==> src/rtl/prec_trap_pkg.sv <==
package prec_trap_pkg;
    parameter int PC_W    = 32;
    parameter int CAUSE_W = 4;
    parameter int NSTG    = 5;

    // One in-flight instruction's record
    typedef struct packed {
        logic               valid;
        logic               dslot;
        logic [CAUSE_W-1:0] cause;
        logic [PC_W-1:0]    pc;
    } ent_t;

    // Saved trap information
    typedef struct packed {
        logic [PC_W-1:0]    epc;
        logic [CAUSE_W-1:0] cause;
        logic               bd;
        logic               redir;
    } trap_rec_t;
endpackage

==> src/rtl/trap_stage.sv <==
module trap_stage
    import prec_trap_pkg::*;
(
    input  logic               clk,
    input  logic               rst_n,
    input  ent_t               prev_i,
    input  logic [CAUSE_W-1:0] fault_i,
    input  logic               kill_i,
    output ent_t               ent_o
);
    ent_t ent_d, ent_q;

    always_comb begin
        ent_d = prev_i;
        // first fault wins: attach only while no cause is recorded
        if (prev_i.valid && (prev_i.cause == '0))
            ent_d.cause = fault_i;
        if (kill_i || !prev_i.valid)
            ent_d = '0;
    end

    always_ff @(posedge clk) begin
        if (!rst_n) ent_q <= '0;
        else        ent_q <= ent_d;
    end

    assign ent_o = ent_q;

    assert_advance_R2: assert property (@(posedge clk) disable iff (!rst_n)
        (prev_i.valid && !kill_i) |=> (ent_o.valid && ent_o.pc == $past(prev_i.pc)));

    assert_first_cause_R4: assert property (@(posedge clk) disable iff (!rst_n)
        (prev_i.valid && prev_i.cause != '0 && !kill_i) |=> (ent_o.cause == $past(prev_i.cause)));

    assert_killed_R7: assert property (@(posedge clk) disable iff (!rst_n)
        kill_i |=> !ent_o.valid);
endmodule

==> src/rtl/trap_resolve.sv <==
module trap_resolve
    import prec_trap_pkg::*;
#(
    parameter logic [PC_W-1:0] VECTOR  = 32'h0000_0180,
    parameter logic [PC_W-1:0] PC_STEP = 32'd4
) (
    input  logic               clk,
    input  logic               rst_n,
    input  ent_t               wb_i,
    output logic               trap_o,
    output logic               commit_o,
    output logic [PC_W-1:0]    commit_pc_o,
    output logic [PC_W-1:0]    epc_o,
    output logic [CAUSE_W-1:0] cause_o,
    output logic               bd_o,
    output logic               redirect_o,
    output logic [PC_W-1:0]    redirect_pc_o
);
    trap_rec_t rec_d, rec_q;
    logic      take;

    always_comb begin
        take        = wb_i.valid && (wb_i.cause != '0);
        rec_d       = rec_q;
        rec_d.redir = take;
        if (take) begin
            rec_d.cause = wb_i.cause;
            rec_d.bd    = wb_i.dslot;
            rec_d.epc   = wb_i.dslot ? (wb_i.pc - PC_STEP) : wb_i.pc;
        end
    end

    always_ff @(posedge clk) begin
        if (!rst_n) rec_q <= '0;
        else        rec_q <= rec_d;
    end

    assign trap_o        = take;
    assign commit_o      = wb_i.valid && !take;
    assign commit_pc_o   = wb_i.pc;
    assign epc_o         = rec_q.epc;
    assign cause_o       = rec_q.cause;
    assign bd_o          = rec_q.bd;
    assign redirect_o    = rec_q.redir;
    assign redirect_pc_o = VECTOR;

    assert_saved_cause_R8: assert property (@(posedge clk) disable iff (!rst_n)
        trap_o |=> (cause_o == $past(wb_i.cause) && bd_o == $past(wb_i.dslot)));

    assert_redirect_once_R9: assert property (@(posedge clk) disable iff (!rst_n)
        redirect_o |=> !redirect_o);
endmodule

==> src/rtl/precise_trap_pipe.sv <==
module precise_trap_pipe
    import prec_trap_pkg::*;
#(
    parameter logic [PC_W-1:0] VECTOR  = 32'h0000_0180,
    parameter logic [PC_W-1:0] PC_STEP = 32'd4
) (
    input  logic               clk,
    input  logic               rst_n,
    input  logic               issue_valid_i,
    input  logic [PC_W-1:0]    issue_pc_i,
    input  logic               issue_dslot_i,
    input  logic [CAUSE_W-1:0] fetch_cause_i,
    input  logic [CAUSE_W-1:0] decode_cause_i,
    input  logic [CAUSE_W-1:0] exec_cause_i,
    input  logic [CAUSE_W-1:0] mem_cause_i,
    output logic [NSTG-1:0]    stage_valid_o,
    output logic               commit_o,
    output logic [PC_W-1:0]    commit_pc_o,
    output logic               trap_o,
    output logic [NSTG-2:0]    squash_o,
    output logic [PC_W-1:0]    epc_o,
    output logic [CAUSE_W-1:0] cause_o,
    output logic               bd_o,
    output logic               redirect_o,
    output logic [PC_W-1:0]    redirect_pc_o
);
    localparam int WB = NSTG - 1;

    ent_t               stg  [NSTG];
    ent_t               feed [NSTG];
    logic [CAUSE_W-1:0] flt  [NSTG];
    ent_t               issue_ent;
    logic               trap;

    always_comb begin
        issue_ent       = '0;
        issue_ent.valid = issue_valid_i;
        issue_ent.dslot = issue_dslot_i;
        issue_ent.pc    = issue_pc_i;
        // fault that applies while moving from stage k-1 into stage k
        flt[0] = '0;
        flt[1] = fetch_cause_i;
        flt[2] = decode_cause_i;
        flt[3] = exec_cause_i;
        flt[4] = mem_cause_i;
    end

    for (genvar k = 0; k < NSTG; k++) begin : g_stage
        if (k == 0) begin : g_head
            assign feed[k] = issue_ent;
        end else begin : g_body
            assign feed[k] = stg[k-1];
        end
        trap_stage u_stg (
            .clk     (clk),
            .rst_n   (rst_n),
            .prev_i  (feed[k]),
            .fault_i (flt[k]),
            .kill_i  (trap),
            .ent_o   (stg[k])
        );
        assign stage_valid_o[k] = stg[k].valid;
        if (k < WB) begin : g_sq
            assign squash_o[k] = trap && stg[k].valid;
        end
    end

    trap_resolve #(.VECTOR(VECTOR), .PC_STEP(PC_STEP)) u_res (
        .clk           (clk),
        .rst_n         (rst_n),
        .wb_i          (stg[WB]),
        .trap_o        (trap),
        .commit_o      (commit_o),
        .commit_pc_o   (commit_pc_o),
        .epc_o         (epc_o),
        .cause_o       (cause_o),
        .bd_o          (bd_o),
        .redirect_o    (redirect_o),
        .redirect_pc_o (redirect_pc_o)
    );

    assign trap_o = trap;

    assert_flush_R7: assert property (@(posedge clk) disable iff (!rst_n)
        trap_o |=> (stage_valid_o == '0));

    assert_redirect_R9: assert property (@(posedge clk) disable iff (!rst_n)
        trap_o |=> (redirect_o && redirect_pc_o == VECTOR));

    assert_no_commit_on_trap_R6: assert property (@(posedge clk) disable iff (!rst_n)
        redirect_o |-> !stage_valid_o[WB]);
endmodule

==> config.mk <==
export PLATFORM = sky130hd
export DESIGN_NAME = precise_trap_pipe
export DESIGN_NICKNAME = d
export VERILOG_FILES = /design/src/rtl/prec_trap_pkg.sv /design/src/rtl/trap_stage.sv /design/src/rtl/trap_resolve.sv /design/src/rtl/precise_trap_pipe.sv
export SDC_FILE = /design/constraint.sdc
export NUM_CORES = 1
export LEC_CHECK = 0
export ABC_AREA = 1
export BUFFER_PORTS_ARGS = -buffer_cell sky130_fd_sc_hd__buf_2
export CAP_MARGIN = 40
export CORE_ASPECT_RATIO = 0.5
export CORE_MARGIN = 3
export CORE_UTILIZATION = 55
export DETAILED_ROUTE_END_ITERATION = 6
export PLACE_DENSITY = 0.77
export SYNTH_ARGS = -nofsm -noshare
export SYNTH_HDL_FRONTEND = slang
export SYNTH_SLANG_ARGS = --single-unit
==> constraint.sdc <==
create_clock -name clk -period 3.85 [get_ports clk]
set_clock_uncertainty 0.1 [all_clocks]
set_input_delay 0.5775 -clock clk [delete_from_list [all_inputs] [get_ports clk]]
set_output_delay 0.5775 -clock clk [all_outputs]
set_load 0.01 [all_outputs]
== Yosys cells after proc, flatten, opt, wreduce, memory -nomap -nowiden ==
Cells that the tools add are included.
W data, S select, Z words.
Word-level totals
  bits in registers: 228
  input port bits: 52
  output and inout bits: 113
  logic and storage cells: 62
Operators by class
  add/sub/neg operators: 1
  multiplexer cells: 5
  bitwise logic cells: 1
  reduce and logical (&&, ||, !) cells: 31
Operator list (count)
  $mux W32: 1
  $sub A32 B3 Y32 const B: 1
  $logic_not A4 Y1: 4
  $mux W4: 4
  $logic_and A1 B1 Y1: 10
  $reduce_or A2 Y1: 5
  $logic_not A1 Y1: 6
  $logic_or A1 B1 Y1: 5
  $reduce_bool A4 Y1: 1
  $not A1 Y1: 1

== Longest topological paths before layout ==
  depth in word-level cells: 4
  mapped depth: 11
  gate-level depth less buffers: 11

== Cells and area by module ==
From an unflattened synthesis, not the netlist that was laid out.
Unflattened totals
  cell total of the unflattened synthesis: 1064
  area total of the unflattened synthesis: 8997.4 µm²
By module, submodules not included
  trap_stage: instances 5, cells an instance 126, area each 1236.2 µm², sequential area each 760.7 µm²
  trap_resolve: instances 1, cells an instance 425, area each 2782.7 µm², sequential area each 760.7 µm²
  precise_trap_pipe: instances 1, cells an instance 9, area each 33.8 µm², sequential area each 0.0 µm²

== Worst setup path after synthesis ==
Ideal clock, no wire load.
  path type: register to output
  from: reg g_stage[4].u_stg.ent_q (netlist bit g_stage[4].u_stg.ent_o[34])
  to: out trap_o
  data arrival time: 836 ps
  required time: 3172 ps
  setup slack: 2336 ps
  cell stages (with the launch flop): 6
  path buffers: 1
  cells stage by stage: dfxtp_1 -> inv_1 -> nand4_2 -> nand2_4 -> inv_1 -> buf_2
On the way
  cells in the longest elaborated chain, start to end: 2
RTL lines
  start: declaration: line trap_stage.sv:11  | ent_t ent_d, ent_q;
  start signal: assignment: line trap_stage.sv:24  | else ent_q <= ent_d;
  $reduce_bool A4 Y1: line trap_resolve.sv:23  | take = wb_i.valid && (wb_i.cause != '0);
  $logic_and A1 B1 Y1: line trap_resolve.sv:23
  end: declaration: line precise_trap_pipe.sv:19  | output logic trap_o,
No other way between the ends.

== Worst setup path in the final report ==
  from: reg g_stage[4].u_stg.ent_q (netlist bit g_stage[4].u_stg.ent_o[33])
  to: out trap_o
Same word-level chain as after synthesis.

==> run_results.csv <==
group,metric,value,unit
run_status,status,"finished clean",
cts,post_cts_buffers,0,
sta,relSlewSlack,59.5,%
global_routing,grt_max_degree,38,
finish,layout_common_cells,"nor2_1 (225), dfxtp_1 (224), inv_1 (211)",
drt,drt_iter0_markers,289,
synth,synth-seq-cells,224,
power,ir_worst_vdd,0.344,mV
drt,drc,0,
setup_path,critical_path.startpoint_type,"register",
setup_path,critPathCaptureType,"output port",
synth,syn-mean-instance-area,8.16,sq um
synth,syn_inst,986,
drt,ant_nets,0,
floorplan,initial_core_util,57.8,%
cts,htree_levels,1,
synth,yosys_most_used_dff,"dfxtp_1",
setup_path,worst-setup-path-type,"register to output port",
power,p_sw,890,uW
drt,vias,5573,
sta,fin_tns_setup,0,ns
setup_path,crit_arrival,1.64,ns
global_routing,overflow,0,
power,cellLeakagePower,0.00411,uW
power,switching_share,20.5,%
drt,viasPerCell,4.35,
setup_path,cpLargestDelayFamily,"buffers and inverters",
cts,cts_sinks,224,
sta,drv_slew,0,
finish,drive_gt1_share,17.9,%
finish,utilization,64.8,%
power,p_seq_share,54.0,%
setup_path,crit_top_cell,"inv_1",
synth,synth-edff-count,0,
global_routing,grt_antenna_before_repair,1,
finish,layout_commonest_cell,"nor2_1",
power,power_per_cell_area,481,nW/um^2
floorplan,die_w,177,microns
global_routing,grt_usage,19.3,%
placement,post-place-ws,1.51,ns
synth,yosysUniqueCellTypes,36,
global_routing,grt_pass1_vias,5339,
job,cap_violations,0,
finish,diodes,0,
placement,io_buffers,132,
setup_path,cp_cell_sequence,"inv_1, nand4_2, nand2_4, inv_1, buf_2",
synth,synth-async-reset-ratio,0,%
sta,fmaxAchievable,432,MHz
finish,synthToLayoutAreaGrowth,12.2,%
cts,ctsResizeCount,0,
setup_path,crit_path_top_delay_cell,"dfxtp_1",
floorplan,rows,30,
finish,finalNetCount,1133,
sta,rsz0062_at_grt,"no",
floorplan,dieArea,16200,sq um
power,power_frac_comb,2.2,%
cts,clock_latency,0.50,ns
drt,wire_per_inst,12.2,microns
synth,synth_area,8040,sq um
floorplan,ioPinCount,165,
sta,fin_crit,2.32,ns
setup_path,worst-path-buf-inv,3,
drt,drt_pre_antenna_iters,5,
synth,ys_seq_area_share,55.8,%
global_routing,grt_first_pass_wirelength,25.7,mm
placement,place_hpwl,11.4,mm
sta,hold_violations,0,
cts,cts_hold_buf,0,
cts,root_buffer,"clkbuf_16",
cts,numCtsBuffers,20,
setup_path,cp_max_fo,15,
setup_path,worstPathRequired,3.17,ns
sta,finalWorstSetupSlack,1.53,ns
sta,setup_viol,0,
sta,fin_crit_sh,60.1,%
floorplan,dieHeight,91.5,microns
sta,worstMarginPinSlew,0.607,ns
synth,yosysWarningCount,0,
cts,cts.clk_slew.worst_paths,0.06,ns
cts,cts_buffer_depth,3,
setup_path,max_stage_delay,0.32,ns
power,p_clk_share,43.8,%
placement,finalWeightedCongestion,0.856,
power,p_int,3450,uW
worst_hold_path,hp-class,"primary input to register",
floorplan,coreArea,13900,sq um
drt,drt_wl_total,15.6,mm
cts,cts_tree,"built",
-- power by group through the flow --
stage                     clock network [uW]  logic [uW]  registers (uW)
final                                   1900        97.5            2340
after global routing                    2030         113            2340
after detailed placement                   0        97.0            2400
after CTS                               1930        98.1            2340
after floorplan                            0        90.9            2390
after global placement                     0        96.6            2400
-- cell type report --
cell class	instances	area [sq um]
flip-flops and latches	224	4480
well taps	192	240
repair buffers	133	668
fillers	1184	4900
clock inverters	6	86.3
inverters	218	820
clock buffers	24	546
multi-input cells	483	2180
-- registers in the layout, summed over array words and instances, names as in the netlist --
name                 count
g_stage.u_stg.ent_o    186
u_res.epc_o             32
u_res.cause_o            4
u_res.bd_o               1
u_res.redirect_o         1
-- cell families after synthesis --
logic type      after synthesis  synth area share, %
compound gates               55                 3.69
xor+xnor                      6                0.653
fa+ha+maj                     1                0.156
buf+inv                     309                 18.5
flops                       224                 55.8
other cells                   2               0.0934
simple gates                389                 21.2
-- path summary, 6_finish.rpt --
kind,from,to,slack (ns),cells past startpoint
max reg2reg,g_stage[4].u_stg.ent_o[33],g_stage[0].u_stg.ent_o[24],1.70,7
min reg2reg,g_stage[0].u_stg.ent_o[12],g_stage[1].u_stg.ent_o[12],0.30,2
min,fetch_cause_i[1],g_stage[1].u_stg.ent_o[33],0.18,3
max,g_stage[4].u_stg.ent_o[33],trap_o,1.53,5
-- Yosys cell counts (2+ instances only) --
cell / count / area share [%]
buf_6: 6 / 0.84
o21bai_1: 2 / 0.19
nor3_1: 6 / 0.37
nand2_1: 91 / 4.2
o21ai_1: 2 / 0.12
o31ai_1: 2 / 0.19
inv_2: 6 / 0.28
a21oi_1: 22 / 1.4
nor2_2: 3 / 0.23
nor2_1: 225 / 11
a22o_1: 2 / 0.22
nand2_4: 4 / 0.56
nand3_1: 29 / 1.8
xor2_1: 5 / 0.54
conb_1: 2 / 0.093
nor3b_1: 3 / 0.28
o21ai_0: 23 / 1.4
nand2_2: 3 / 0.23
dfxtp_1: 224 / 56
buf_2: 15 / 0.93
nand4_1: 7 / 0.54
inv_1: 211 / 9.8
nor2_4: 11 / 1.5
buf_4: 70 / 6.5
-- tightest hold or removal path, stage by stage --
cell    delay, ns
buf_2        0.09
inv_1        0.04
nor2_1       0.03
-- stage by stage --
step	area [sq um]	hold slack, ns	instances	total power, uW
4_1_cts	9030	0.166	1280	4380
3_5_place_dp	8400	0.300	1250	2490
3_3_place_gp	8400	0.299	1250	2490
5_1_grt	9030	0.169	1280	4480
2_1_floorplan	8160	0.294	1016	2480
6_report	9030	0.184	1280	4340
-- routing by layer --
layer	global-route usage [%]	vias up	wire (microns)
met5	0	-	8
met4	4.64	2	258
met3	4.09	30	1240
met2	29.0	182	6360
met1	28.3	2414	7730
li1	-	2945	-
No activity file was read; power rests on OpenSTA's default activity.
